## src/rtl/scan_irq_pkg.sv

```systemverilog
package scan_irq_pkg;
  typedef enum logic [1:0] {
    MODE_SEQ      = 2'd0,
    MODE_SIM_PAR  = 2'd1,
    MODE_NSIM_PAR = 2'd2,
    MODE_RSVD     = 2'd3
  } scan_mode_e;

  localparam int FLAG_PRI  = 0;
  localparam int FLAG_SEC  = 1;
  localparam int NUM_FLAGS = 2;
endpackage

```

## src/rtl/scan_evt_route.sv

```systemverilog
module scan_evt_route
  import scan_irq_pkg::*;
(
  input  logic                 done_a,
  input  logic                 done_b,
  input  logic [1:0]           mode,
  output logic [NUM_FLAGS-1:0] set_vec
);
  logic nsp;

  always_comb begin
    nsp = (mode == MODE_NSIM_PAR);
    set_vec = '0;
    set_vec[FLAG_PRI] = done_a | (done_b & ~nsp);
    set_vec[FLAG_SEC] = done_b & nsp;
  end
endmodule

```

## src/rtl/scan_sticky_flag.sv

```systemverilog
module scan_sticky_flag (
  input  logic clk,
  input  logic rst,
  input  logic set_i,
  input  logic clr_i,
  input  logic en_i,
  output logic flag_o,
  output logic irq_o
);
  logic flag_q, flag_d, irq_q;

  always_comb flag_d = set_i | (flag_q & ~clr_i);

  always_ff @(posedge clk) begin
    if (rst) begin
      flag_q <= 1'b0;
      irq_q  <= 1'b0;
    end else begin
      flag_q <= flag_d;
      irq_q  <= flag_d & en_i;
    end
  end

  assign flag_o = flag_q;
  assign irq_o  = irq_q;

  AST_NO_SELF_SET: assert property (@(posedge clk) disable iff (rst)
    $rose(flag_q) |-> $past(set_i));
  AST_EVT_NOT_LOST: assert property (@(posedge clk) disable iff (rst)
    $past(set_i && !rst) |-> flag_q);
  AST_CLR_TAKES: assert property (@(posedge clk) disable iff (rst)
    $past(clr_i && !set_i && !rst) |-> !flag_q);
  AST_IRQ_GATED: assert property (@(posedge clk) disable iff (rst)
    irq_q |-> (flag_q && $past(en_i)));
  AST_IRQ_FOLLOWS: assert property (@(posedge clk) disable iff (rst)
    (flag_q && $past(en_i && !rst)) |-> irq_q);
endmodule

```

## src/rtl/scan_stat_regs.sv

```systemverilog
module scan_stat_regs
  import scan_irq_pkg::*;
#(
  parameter int ADDR_W    = 4,
  parameter int DATA_W    = 16,
  parameter int STAT_ADDR = 0,
  parameter int PRI_BIT   = 0,
  parameter int SEC_BIT   = 1
) (
  input  logic                 clk,
  input  logic                 rst,
  input  logic [ADDR_W-1:0]    reg_addr,
  input  logic                 reg_wr,
  input  logic [DATA_W-1:0]    reg_wdata,
  input  logic                 reg_rd,
  input  logic [NUM_FLAGS-1:0] flags_i,
  output logic [NUM_FLAGS-1:0] clr_o,
  output logic [DATA_W-1:0]    reg_rdata
);
  localparam logic [ADDR_W-1:0] STAT_A = ADDR_W'(STAT_ADDR);

  logic              hit;
  logic [DATA_W-1:0] stat_word;
  logic [DATA_W-1:0] rdata_q;

  always_comb begin
    hit = (reg_addr == STAT_A);
    clr_o = '0;
    clr_o[FLAG_PRI] = reg_wr & hit & reg_wdata[PRI_BIT];
    clr_o[FLAG_SEC] = reg_wr & hit & reg_wdata[SEC_BIT];
    stat_word = '0;
    stat_word[PRI_BIT] = flags_i[FLAG_PRI];
    stat_word[SEC_BIT] = flags_i[FLAG_SEC];
  end

  always_ff @(posedge clk) begin
    if (rst)
      rdata_q <= '0;
    else if (reg_rd && hit)
      rdata_q <= stat_word;
    else
      rdata_q <= '0;
  end

  assign reg_rdata = rdata_q;

  AST_CLR_NEEDS_ONE: assert property (@(posedge clk) disable iff (rst)
    (|clr_o) |-> (reg_wr && (reg_wdata != '0)));
  AST_READ_SOURCE: assert property (@(posedge clk) disable iff (rst)
    (rdata_q != '0) |-> $past(reg_rd && hit));
endmodule

```

## src/rtl/scan_eos_status.sv

```systemverilog
module scan_eos_status
  import scan_irq_pkg::*;
#(
  parameter int ADDR_W    = 4,
  parameter int DATA_W    = 16,
  parameter int STAT_ADDR = 0,
  parameter int PRI_BIT   = 0,
  parameter int SEC_BIT   = 1
) (
  input  logic              clk,
  input  logic              rst,
  input  logic              scan_done_a,
  input  logic              scan_done_b,
  input  logic [1:0]        scan_mode,
  input  logic              loop_mode,
  input  logic              irq_en_pri,
  input  logic              irq_en_sec,
  input  logic [ADDR_W-1:0] reg_addr,
  input  logic              reg_wr,
  input  logic [DATA_W-1:0] reg_wdata,
  input  logic              reg_rd,
  output logic [DATA_W-1:0] reg_rdata,
  output logic              eos_flag,
  output logic              b_eos_flag,
  output logic              eos_irq,
  output logic              b_eos_irq
);
  logic [NUM_FLAGS-1:0] set_vec, clr_vec, en_vec, flag_vec, irq_vec;

  assign en_vec[FLAG_PRI] = irq_en_pri;
  assign en_vec[FLAG_SEC] = irq_en_sec;

  scan_evt_route u_route (
    .done_a  (scan_done_a),
    .done_b  (scan_done_b),
    .mode    (scan_mode),
    .set_vec (set_vec)
  );

  for (genvar g = 0; g < NUM_FLAGS; g++) begin : g_flag
    scan_sticky_flag u_flag (
      .clk    (clk),
      .rst    (rst),
      .set_i  (set_vec[g]),
      .clr_i  (clr_vec[g]),
      .en_i   (en_vec[g]),
      .flag_o (flag_vec[g]),
      .irq_o  (irq_vec[g])
    );
  end

  scan_stat_regs #(
    .ADDR_W    (ADDR_W),
    .DATA_W    (DATA_W),
    .STAT_ADDR (STAT_ADDR),
    .PRI_BIT   (PRI_BIT),
    .SEC_BIT   (SEC_BIT)
  ) u_regs (
    .clk       (clk),
    .rst       (rst),
    .reg_addr  (reg_addr),
    .reg_wr    (reg_wr),
    .reg_wdata (reg_wdata),
    .reg_rd    (reg_rd),
    .flags_i   (flag_vec),
    .clr_o     (clr_vec),
    .reg_rdata (reg_rdata)
  );

  assign eos_flag   = flag_vec[FLAG_PRI];
  assign b_eos_flag = flag_vec[FLAG_SEC];
  assign eos_irq    = irq_vec[FLAG_PRI];
  assign b_eos_irq  = irq_vec[FLAG_SEC];

  AST_SEC_ONLY_NSP: assert property (@(posedge clk) disable iff (rst)
    $rose(b_eos_flag) |-> $past(scan_done_b && scan_mode == MODE_NSIM_PAR));
  AST_LOOP_REARM: assert property (@(posedge clk) disable iff (rst)
    (loop_mode && scan_done_a) |=> eos_flag);
  AST_RESET_CLEAN: assert property (@(posedge clk)
    $past(rst) |-> (flag_vec == '0 && irq_vec == '0 && reg_rdata == '0));
endmodule

```

## config.mk

```make
export PLATFORM = sky130hd
export DESIGN_NAME = scan_eos_status
export DESIGN_NICKNAME = d
export VERILOG_FILES = /design/src/rtl/scan_irq_pkg.sv /design/src/rtl/scan_evt_route.sv /design/src/rtl/scan_sticky_flag.sv /design/src/rtl/scan_stat_regs.sv /design/src/rtl/scan_eos_status.sv
export SDC_FILE = /design/constraint.sdc
export NUM_CORES = 1
export LEC_CHECK = 0
export ABC_CLOCK_PERIOD_IN_PS = 1050
export CORE_UTILIZATION = 22
export DETAILED_ROUTE_END_ITERATION = 10
export PLACE_DENSITY_LB_ADDON = 0.12
export RECOVER_POWER = 100
export SYNTH_ARGS = -nofsm -noshare
export SYNTH_HDL_FRONTEND = slang
export SYNTH_SLANG_ARGS = --single-unit
```

## constraint.sdc

```tcl
create_clock -name clk -period 1.05 [get_ports clk]
set_input_delay 0.21 -clock clk [delete_from_list [all_inputs] [get_ports clk]]
set_output_delay 0.21 -clock clk [all_outputs]
set_load 0.005 [all_outputs]
```

==> reports/qor.yml, run 1 <==
floorplan:
  fp.dieW_um: 41.6
  die_y_um: 41.6
  die-area_sq_mm: 0.00173
  start_util: 0.250
  core-area_sq_mm: 0.00138
  rows: 13
  pin_count: 51
grt:
  grt_pass1_wl_um: 1210
  grt-ovfl-total: 0
  grt_pass1_vias: 264
  antenna_found_initial: 0
  grt_usage: 0.0969
  grt_start_max_net_pins: 7
sta:
  finalSetupViolations: 0
  setup-tns-final_ns: 0
  finClkSkew_ns: 0.0000573
  hold_viol: 0
  rsz0062_at_grt: "true"
  slew_violations: 0
  period_share: 0.948
  period_needed_ns: 0.996
  max_freq_mhz: 1000
placed_design:
  dp_cells: 75
  port_buffers: 21
  placed_area_sq_um: 533
  place.gp.congestion: 0.655
  hpwl_um: 600
route:
  wl_per_cell_um: 9.42
  vias_per_cell: 3.91
  remaining_drc_errors: 0
  vias: 305
  drt_wl_total_um: 735
  ant_nets: 0
  drt_pass1_iterations: 4
  drt_iter0_drc: 2
critical_path:
  path_depth: 4
  cp_top_family: "compound AO/OA/AOI/OAI gates"
  crit_arrival_ns: 1.18
  critical_path_class: "input port to flop"
  worstSetupStartpoint: "reg_wdata[1]"
  crit_path_cell_trace: "clkdlybuf4s50_1 -> a21bo_2 -> a31oi_1 -> and2_1"
  end_kind: "flop"
  crit_path_end: "g_flag[1].u_flag.irq_o"
  required_ns: 1.23
  worstReg2RegEnd: "g_flag[1].u_flag.irq_o"
  reg2reg_from: "g_flag[1].u_flag.flag_o"
  r2r_setup_slack_ns: 0.08
  crit_fanout: 2
  slowest_delay_ns: 0.40
  crit_path_start_kind: "input port"
  worst_path_max_delay_cell: "clkdlybuf4s50_1"
  rr_worst_depth: 3
  worstPathBufferInverterCount: 1
synthesis:
  ys_seq_area_frac: 0.348
  synth_cell_types: 17
  synth.avg_cell_area_sq_um: 9.09
  synth.top_cell.area_share: 0.348
  synth_cells: 38
  synth_warnings: 0
  netlist_area_sq_um: 345
  synth.area.top_cells: "dfxtp_1 35%, buf_4 30%, nand2b_1 5.4%, o41ai_2 4.7%, a21bo_2 2.9%"
  ys_ff_latch: 6
  synth_largest_area_cell: "dfxtp_1"
clock_tree:
  cts_tree: "done"
  insertion_delay_ns: 0.24
  htree_levels: 1
  postCtsHoldBufs: 0
  cts_setup_buffers: 0
  clkSlewWorstSetupHoldPaths_ns: 0.04
  cts_root_buf: "clkbuf_4"
  cts-buffers-inserted: 3
  clock-sinks: 6
  cts_buffer_depth: 2
power:
  vdd_drop_max_mv: 0.310
  powerDensity_mw_per_mm2: 1070
  fin_total_pwr_mw: 0.603
  p_leak_nw: 0.260
cells_and_area:
  diodes: 0
  nets: 96
  layout_common_cells: "14 x conb_1, 11 x clkdlybuf4s50_1, 8 x dlygate4sd2_1, 5 x dfxtp_1"
  multiInputGateArea_sq_um: 186
  area_delta_synth_final_pct: 63.4
  seqCellArea_sq_um: 121
  final_common_cell: "conb_1"
  fillers: 145
  fin_area_sq_um: 564
  drive_above_1_share: 0.175
  stdcell_count: 78
flow_run:
  cap_violations: 0
min_path:
  hold_path_class: "input port to flop"
  hp-start: "reg_addr[1]"
outcome:
  outcome: "completed"
how the worst min path moves through the flow:
stage | end | slack, ns | depth (start not counted)
floorplan | u_regs.reg_rdata[1] | 0.29 | 1
global placement | u_regs.reg_rdata[0] | 0.60 | 3
detailed placement | g_flag[0].u_flag.irq_o | 0.59 | 3
CTS | u_regs.reg_rdata[0] | 0.42 | 4
global route | u_regs.reg_rdata[0] | 0.47 | 4
finish | u_regs.reg_rdata[0] | 0.43 | 4
Yosys cell counts (all sizes together):
| master | count |
|---|---|
| a21bo | 1 |
| a21oi | 1 |
| a31oi | 1 |
| and2 | 1 |
| and3 | 1 |
| buf | 14 |
| conb | 1 |
| dfxtp | 6 |
| nand2 | 2 |
| nand2b | 3 |
| nand3b | 1 |
| nor2 | 1 |
| nor3b | 1 |
| nor4 | 1 |
| o22ai | 1 |
| o32ai | 1 |
| o41ai | 1 |
cell type report:
class                   count  share of cell area
clock buffers               3              0.0399
repair buffers             23               0.381
flip-flops and latches      6               0.215
well taps                  15              0.0333
multi-input cells          31               0.330
stage by stage:
step	util	hold WS [ns]	setup slack (ns)
4_1_cts	0.404	0.425	0.0103
2_1_floorplan	-	0.286	0.127
6_report	0.408	0.429	0.0544
5_1_grt	0.408	0.467	-0.00420
3_3_place_gp	0.386	0.602	-0.438
3_5_place_dp	0.386	0.594	-0.394
worst reg2reg max path: stages, from the launching register on:
cell	delay, ns
dfxtp_2	0.33
a21bo_2	0.22
a31oi_1	0.21
and2_1	0.15
cells by family after synthesis:
family | Yosys count | share of synthesized area
simple gates | 11 | 0.185
other cells | 1 | 0.0109
flops | 6 | 0.348
compound gates | 6 | 0.152
buf+inv | 14 | 0.304
power breakdown:
part	leakage [nW]	switching (mW)	total [mW]	internal [mW]
clock network	0.0138	0.0792	0.208	0.129
logic	0.197	0.0548	0.145	0.0899
registers	0.0497	0.00633	0.250	0.244
total	0.260	0.140	0.603	0.463
flip-flops by register name, summed over array words and instances (netlist names):
| name | flops |
|---|---|
| g_flag.u_flag.flag_o | 2 |
| g_flag.u_flag.irq_o | 2 |
| u_regs.reg_rdata | 2 |
what timing repair did:
action,4_1_cts,5_1_grt
pin swaps,1,3
setup endpoints to repair,10,5
resized for setup,13,3
endpoints found under the hold margin,0,0
metal layers:
| layer | share of wire | track usage | wire (um) | vias up |
|---|---|---|---|---|
| met3 | 0.094 | 0.0522 | 69 | 2 |
| met4 | 0.0054 | 0.0774 | 4 | 0 |
| met1 | 0.39 | 0.106 | 290 | 132 |
| met5 | 0 | 0 | 0 | - |
| li1 | - | - | - | 153 |
| met2 | 0.50 | 0.138 | 370 | 18 |
No activity file was read; power rests on OpenSTA's default activity.
==> run 2: changes to the inputs <==
- RECOVER_POWER: 100 -> 50
==> results of run 2 <==
The final DEF is identical to that of run 1; final timing and power are the same.
